$ cat src/rtl/retire_pkg.sv
package retire_pkg;
  typedef struct packed {
    logic vld;
    logic rdy;
    logic sq;
    logic exec;
    logic nonspec;
    logic load;
    logic fault;
    logic nop;
  } head_flags_t;

  typedef enum logic {TRAP_IDLE, TRAP_WAIT} trap_state_e;
endpackage

$ cat src/rtl/retire_scan.sv
module retire_scan
  import retire_pkg::*;
#(
  parameter int HEAD_DEPTH   = 6,
  parameter int COMMIT_WIDTH = 4,
  parameter int SEQ_W        = 16,
  localparam int CW_W        = $clog2(COMMIT_WIDTH + 1)
) (
  input  logic                        en_i,
  input  head_flags_t [HEAD_DEPTH-1:0] flags_i,
  input  logic [HEAD_DEPTH*SEQ_W-1:0] seq_i,
  input  logic                        stores_pend_i,
  output logic [HEAD_DEPTH-1:0]       pop_o,
  output logic [CW_W-1:0]             ncommit_o,
  output logic [CW_W-1:0]             nwork_o,
  output logic                        rel_vld_o,
  output logic                        rel_unc_o,
  output logic [SEQ_W-1:0]            rel_seq_o,
  output logic                        trap_fire_o
);
  logic stop;

  always_comb begin
    stop        = !en_i;
    pop_o       = '0;
    ncommit_o   = '0;
    nwork_o     = '0;
    rel_vld_o   = 1'b0;
    rel_unc_o   = 1'b0;
    rel_seq_o   = '0;
    trap_fire_o = 1'b0;
    for (int i = 0; i < HEAD_DEPTH; i++) begin
      if (!stop) begin
        if (!flags_i[i].vld || !flags_i[i].rdy || ncommit_o == CW_W'(COMMIT_WIDTH)) begin
          stop = 1'b1;
        end else if (flags_i[i].sq) begin
          pop_o[i] = 1'b1;  // squashed entries cost no budget
        end else if (!flags_i[i].exec) begin
          stop = 1'b1;
          if (flags_i[i].nonspec) begin
            if (ncommit_o == '0 && !stores_pend_i) begin
              rel_vld_o = 1'b1;
              rel_seq_o = seq_i[i*SEQ_W +: SEQ_W];
            end
          end else if (flags_i[i].load) begin
            rel_vld_o = 1'b1;
            rel_unc_o = 1'b1;
            rel_seq_o = seq_i[i*SEQ_W +: SEQ_W];
          end
        end else if (flags_i[i].fault) begin
          stop = 1'b1;
          if (ncommit_o == '0 && !stores_pend_i) trap_fire_o = 1'b1;
        end else begin
          pop_o[i]  = 1'b1;
          ncommit_o = ncommit_o + CW_W'(1);
          if (!flags_i[i].nop) nwork_o = nwork_o + CW_W'(1);
        end
      end
    end
  end
endmodule

$ cat src/rtl/trap_timer.sv
module trap_timer
  import retire_pkg::*;
#(
  parameter int TRAP_LATENCY = 5,
  localparam int LAT_W       = $clog2(TRAP_LATENCY + 1)
) (
  input  logic clk_i,
  input  logic rst_ni,
  input  logic fire_i,
  output logic pending_o,
  output logic squash_o
);
  trap_state_e state_q;
  logic [LAT_W-1:0] cnt_q;

  always_ff @(posedge clk_i or negedge rst_ni) begin
    if (!rst_ni) begin
      state_q  <= TRAP_IDLE;
      cnt_q    <= '0;
      squash_o <= 1'b0;
    end else begin
      squash_o <= 1'b0;
      case (state_q)
        TRAP_IDLE: if (fire_i) begin
          state_q <= TRAP_WAIT;
          cnt_q   <= LAT_W'(TRAP_LATENCY);
        end
        TRAP_WAIT: begin
          if (cnt_q == LAT_W'(1)) begin
            state_q  <= TRAP_IDLE;
            squash_o <= 1'b1;
          end
          cnt_q <= cnt_q - LAT_W'(1);
        end
        default: state_q <= TRAP_IDLE;
      endcase
    end
  end

  assign pending_o = (state_q == TRAP_WAIT);
endmodule

$ cat src/rtl/retire_counters.sv
module retire_counters #(
  parameter int COMMIT_WIDTH = 4,
  parameter int CNT_W        = 16,
  localparam int CW_W        = $clog2(COMMIT_WIDTH + 1)
) (
  input  logic             clk_i,
  input  logic             rst_ni,
  input  logic             en_i,
  input  logic [CW_W-1:0]  ncommit_i,
  input  logic [CW_W-1:0]  nwork_i,
  output logic [CNT_W-1:0] inst_cnt_o,
  output logic [CNT_W-1:0] fullbw_cnt_o
);
  always_ff @(posedge clk_i or negedge rst_ni) begin
    if (!rst_ni) begin
      inst_cnt_o   <= '0;
      fullbw_cnt_o <= '0;
    end else if (en_i) begin
      inst_cnt_o <= inst_cnt_o + CNT_W'(nwork_i);
      if (ncommit_i == CW_W'(COMMIT_WIDTH)) fullbw_cnt_o <= fullbw_cnt_o + CNT_W'(1);
    end
  end
endmodule

$ cat src/rtl/retire_trap_ctrl.sv
module retire_trap_ctrl
  import retire_pkg::*;
#(
  parameter int HEAD_DEPTH   = 6,
  parameter int COMMIT_WIDTH = 4,
  parameter int SEQ_W        = 16,
  parameter int TRAP_LATENCY = 5,
  parameter int CNT_W        = 16,
  localparam int CW_W        = $clog2(COMMIT_WIDTH + 1)
) (
  input  logic                        clk_i,
  input  logic                        rst_ni,
  input  logic                        tick_i,
  input  logic [HEAD_DEPTH-1:0]       head_vld_i,
  input  logic [HEAD_DEPTH-1:0]       head_rdy_i,
  input  logic [HEAD_DEPTH-1:0]       head_sq_i,
  input  logic [HEAD_DEPTH-1:0]       head_exec_i,
  input  logic [HEAD_DEPTH-1:0]       head_nonspec_i,
  input  logic [HEAD_DEPTH-1:0]       head_load_i,
  input  logic [HEAD_DEPTH-1:0]       head_fault_i,
  input  logic [HEAD_DEPTH-1:0]       head_nop_i,
  input  logic [HEAD_DEPTH*SEQ_W-1:0] head_seq_i,
  input  logic                        stores_pend_i,
  input  logic                        drain_req_i,
  input  logic                        rob_empty_i,
  output logic [HEAD_DEPTH-1:0]       pop_o,
  output logic [CW_W-1:0]             commit_cnt_o,
  output logic                        release_vld_o,
  output logic [SEQ_W-1:0]            release_seq_o,
  output logic                        release_uncached_o,
  output logic                        trap_pending_o,
  output logic                        trap_squash_o,
  output logic [CNT_W-1:0]            inst_cnt_o,
  output logic [CNT_W-1:0]            fullbw_cnt_o,
  output logic                        drained_o
);
  head_flags_t [HEAD_DEPTH-1:0] flags;
  logic [HEAD_DEPTH-1:0] pop_d;
  logic [CW_W-1:0] ncommit_d, nwork_d;
  logic rel_vld_d, rel_unc_d, trap_fire_d, scan_en;
  logic [SEQ_W-1:0] rel_seq_d;

  for (genvar g = 0; g < HEAD_DEPTH; g++) begin : g_pack
    assign flags[g] = '{vld: head_vld_i[g], rdy: head_rdy_i[g], sq: head_sq_i[g],
                        exec: head_exec_i[g], nonspec: head_nonspec_i[g],
                        load: head_load_i[g], fault: head_fault_i[g], nop: head_nop_i[g]};
  end

  // walk is frozen while a trap counts down
  assign scan_en = tick_i && !trap_pending_o;

  retire_scan #(
    .HEAD_DEPTH(HEAD_DEPTH), .COMMIT_WIDTH(COMMIT_WIDTH), .SEQ_W(SEQ_W)
  ) scan_i (
    .en_i(scan_en), .flags_i(flags), .seq_i(head_seq_i), .stores_pend_i(stores_pend_i),
    .pop_o(pop_d), .ncommit_o(ncommit_d), .nwork_o(nwork_d),
    .rel_vld_o(rel_vld_d), .rel_unc_o(rel_unc_d), .rel_seq_o(rel_seq_d),
    .trap_fire_o(trap_fire_d)
  );

  trap_timer #(.TRAP_LATENCY(TRAP_LATENCY)) timer_i (
    .clk_i(clk_i), .rst_ni(rst_ni), .fire_i(trap_fire_d),
    .pending_o(trap_pending_o), .squash_o(trap_squash_o)
  );

  retire_counters #(.COMMIT_WIDTH(COMMIT_WIDTH), .CNT_W(CNT_W)) cnt_i (
    .clk_i(clk_i), .rst_ni(rst_ni), .en_i(scan_en),
    .ncommit_i(ncommit_d), .nwork_i(nwork_d),
    .inst_cnt_o(inst_cnt_o), .fullbw_cnt_o(fullbw_cnt_o)
  );

  always_ff @(posedge clk_i or negedge rst_ni) begin
    if (!rst_ni) begin
      pop_o              <= '0;
      commit_cnt_o       <= '0;
      release_vld_o      <= 1'b0;
      release_seq_o      <= '0;
      release_uncached_o <= 1'b0;
      drained_o          <= 1'b0;
    end else begin
      pop_o              <= pop_d;
      commit_cnt_o       <= ncommit_d;
      release_vld_o      <= rel_vld_d;
      release_uncached_o <= rel_unc_d;
      if (rel_vld_d) release_seq_o <= rel_seq_d;
      drained_o          <= drain_req_i && rob_empty_i && !stores_pend_i;
    end
  end
endmodule

$ cat config.mk
export PLATFORM = sky130hd
export DESIGN_NAME = retire_trap_ctrl
export DESIGN_NICKNAME = d
export VERILOG_FILES = /design/src/rtl/retire_pkg.sv /design/src/rtl/retire_scan.sv /design/src/rtl/trap_timer.sv /design/src/rtl/retire_counters.sv /design/src/rtl/retire_trap_ctrl.sv
export SDC_FILE = /design/constraint.sdc
export NUM_CORES = 1
export LEC_CHECK = 0
export BUFFER_PORTS_ARGS = -buffer_cell sky130_fd_sc_hd__buf_2
export CORE_ASPECT_RATIO = 0.6
export CORE_UTILIZATION = 49
export CTS_CLUSTER_SIZE = 12
export DETAILED_ROUTE_END_ITERATION = 16
export PLACE_DENSITY = 0.92
export SYNTH_ARGS = -nofsm -noshare
export SYNTH_HDL_FRONTEND = slang
export SYNTH_SLANG_ARGS = --single-unit
$ cat constraint.sdc
create_clock -name clk_i -period 9.9 [get_ports clk_i]
set_clock_uncertainty 0.1 [all_clocks]
set_input_delay 0.99 -clock clk_i [delete_from_list [all_inputs] [get_ports clk_i]]
set_output_delay 0.99 -clock clk_i [all_outputs]
set_load 0.005 [all_outputs]
==> flow_metrics.env <==
export IMPL_status="finished, final reports clean"
export IMPL_synth_top_cell_by_area="dfrtp_1"
export IMPL_grt_max_degree=66
export IMPL_dominantRegCellSynth="dfrtp_1"
export IMPL_initialDrtViolationCount=438
export IMPL_p_switching_w=0.0002409
export IMPL_power_leakage_nw=3.153
export IMPL_synthArstFlopShare=1.000
export IMPL_synth_fp_nets=727
export IMPL_power_frac_seq=0.379
export IMPL_htreeDepth=3
export IMPL_rsz0062_at_grt="no"
export IMPL_tns_ns=0
export IMPL_ys_ff_latch=65
export IMPL_ys_seq_area_frac=0.3355
export IMPL_grt_pass1_wl_um=26550
export IMPL_vias=5350
export IMPL_syn_area_mm2=0.004848
export IMPL_cts_hold_buf=0
export IMPL_syn_avg_cell_area_um2=8.704
export IMPL_timing_fmax_ghz=0.1122
export IMPL_critical_path_arrival_ns=9.07
export IMPL_synth_area_leaders="dfrtp_1 34%, xnor2_1 5.6%, ha_1 4.9%, nand2_1 4.8%, nand3_1 3.9%"
export IMPL_hp_class="reg -> reg"
export IMPL_p_clk_frac=0.428
export IMPL_cp_max_fo=16
export IMPL_ir_drop_mv=0.09943
export IMPL_postCtsSetupBuffers=0
export IMPL_crit_top_cell="ha_1"
export IMPL_synthTopCellsByCount="65 x dfrtp_1, 62 x nand2_1, 41 x nor2_1"
export IMPL_grt_pass1_vias=5182
export IMPL_p_int_w=0.0005969
export IMPL_cts_root_buf="clkbuf_16"
export IMPL_gr_usage_all_layers=0.3407
export IMPL_io_buffers=211
export IMPL_powerDensity_mw_per_mm2=131.3
export IMPL_num_rows=27
export IMPL_setup_viol=0
export IMPL_slowest_delay_ns=0.66
export IMPL_clk_pin_slew_worst_paths_ns=0.06
export IMPL_synth_top_cell_area_share=0.3355
export IMPL_place_gp_congestion=0.9534
export IMPL_overflow=0
export IMPL_hold_violations=0
export IMPL_drv_slew=0
export IMPL_via_per_inst=5.918
export IMPL_setup_worst_path_start_class="input pin"
export IMPL_clkLatencyLatePin_ns=0.33
export IMPL_drv_cap=0
export IMPL_drive_gt1_frac=0.3256
export IMPL_post_route_period_util=0.9005
export IMPL_critPathRequiredTime_ns=10.05
export IMPL_path_buf_inv=5
export IMPL_multiInputGateArea_mm2=0.003032
export IMPL_die_x_um=130.4
export IMPL_crit_family="simple AND/OR/NAND/NOR gates"
export IMPL_yosysMostFrequentCell="dfrtp_1"
export IMPL_combPwrFrac=0.192
export IMPL_die_area_mm2=0.01031
export IMPL_synth_distinct_cells=76
export IMPL_clk_path_buf_depth=2
export IMPL_endpoint_kind="flip-flop"
export IMPL_fp_dieH_um=79.05
export IMPL_start_util=0.5163
export IMPL_syn_to_final_growth_pct=31.64
export IMPL_min_period_ns=8.915
export IMPL_slew_headroom=0.2794
export IMPL_postRouteWirelength_um=17160
export IMPL_synthCells=557
export IMPL_ant_nets=0
export IMPL_drc=0
export IMPL_fillers=818
export IMPL_ctsResizeCount=0
export IMPL_cts_sinks=65
export IMPL_crit_type="in -> reg"
export IMPL_dp_cells=884
export IMPL_hpwl_um=13420
export IMPL_cts_buffers=9
export IMPL_placed_area_mm2=0.006041
export IMPL_worst_pin_slew_ns=1.075
export IMPL_synth_edf_count=0
export IMPL_drtPass1Iterations=5
export IMPL_register_area_mm2=0.001627
export IMPL_antenna_found_initial=4
export IMPL_cts_tree="done"
export IMPL_io_pins=212
export IMPL_yosysWarnings=0
export IMPL_critPathSlowestCell="nor4b_1"
export IMPL_p_sw_frac=0.2876
export IMPL_fin_area_mm2=0.006382
export IMPL_core_area_mm2=0.009392
export IMPL_wl_per_cell_um=18.98
export IMPL_nets=936
export IMPL_final_cells=904
==> power by group through the flow <==
stage,logic (W),clock network [W],registers (W)
final,0.000161,0.000359,0.000318
after CTS,0.000160,0.000362,0.000317
after detailed placement,0.000159,0,0.000321
after floorplan,0.0000741,0,0.000317
after global routing,0.000180,0.000371,0.000321
after global placement,0.000154,0,0.000318
==> per-layer routing <==
metal | GRT usage | up-vias | part of all wire
met5 | 0 | - | 0.0014
met1 | 0.4445 | 2514 | 0.42
met3 | 0.1166 | 51 | 0.10
met4 | 0.1391 | 4 | 0.028
met2 | 0.5149 | 297 | 0.44
li1 | - | 2484 | -
==> cells by family (layout without fill, tap and decap cells) <==
logic type,Yosys count,after routing,share of synthesized area
simple gates,243,243,0.2661
compound gates,115,115,0.1825
flops,65,65,0.3355
buf+inv,53,267,0.04310
xor+xnor,38,38,0.06865
mux,22,22,0.04903
fa+ha+maj,21,21,0.05523
other cells,0,3,0
==> final cells by class <==
type / instances / share of cell area
clock buffer: 9 / 0.03529
multi-input combinational: 439 / 0.4750
tap: 130 / 0.02549
inverter: 34 / 0.02000
clock inverter: 7 / 0.01608
sequential: 65 / 0.2549
timing repair buffer: 217 / 0.1721
antenna: 3 / 0.001176
==> placed cells by master (no fill, tap or decap), types with 8 or more instances in the layout <==
cell       count
and3_1        12
dfrtp_1       65
mux2_1         8
a221oi_1       9
nand3_1       38
a22oi_1        8
nor3_1        17
clkbuf_16      9
nand2b_1      10
a21oi_1       26
nor2_1        41
xnor2_1       31
nand2_1       62
mux2i_1       10
buf_2        211
inv_1         33
nor2b_1       14
ha_1          19
==> state kept, by name, indices dropped and copies added (netlist names), 3 cells and up <==
register,flops
cnt_i.fullbw_cnt_o,16
cnt_i.inst_cnt_o,16
release_seq_o,16
pop_o,6
commit_cnt_o,3
timer_i.cnt_q,3
==> final timing paths <==
check	from	to	slack, ns	depth (start not counted)
hold reg to reg	cnt_i.inst_cnt_o[15]	cnt_i.inst_cnt_o[15]	0.37	1
max in group asynchronous	rst_ni	release_seq_o[2]	8.40	2
setup reg to reg	timer_i.pending_o	cnt_i.inst_cnt_o[13]	1.12	35
min in group asynchronous	rst_ni	cnt_i.fullbw_cnt_o[14]	0.75	2
hold / removal	cnt_i.inst_cnt_o[15]	cnt_i.inst_cnt_o[15]	0.37	1
setup / recovery	tick_i	cnt_i.inst_cnt_o[13]	0.99	36
==> per-stage QoR <==
step / power [W] / setup WS (ns) / util / hold slack, ns
after floorplan: 0.0003915 / 1.748 / - / 0.3658
after global placement: 0.0004730 / 1.270 / 0.6432 / 0.3573
after detailed placement: 0.0004801 / 0.8081 / 0.6432 / 0.3633
after CTS: 0.0008387 / 1.010 / 0.6781 / 0.3712
after global routing: 0.0008718 / 0.2612 / 0.6791 / 0.4029
final: 0.0008378 / 0.9854 / 0.6796 / 0.3703
No activity file was read; power rests on OpenSTA's default activity.
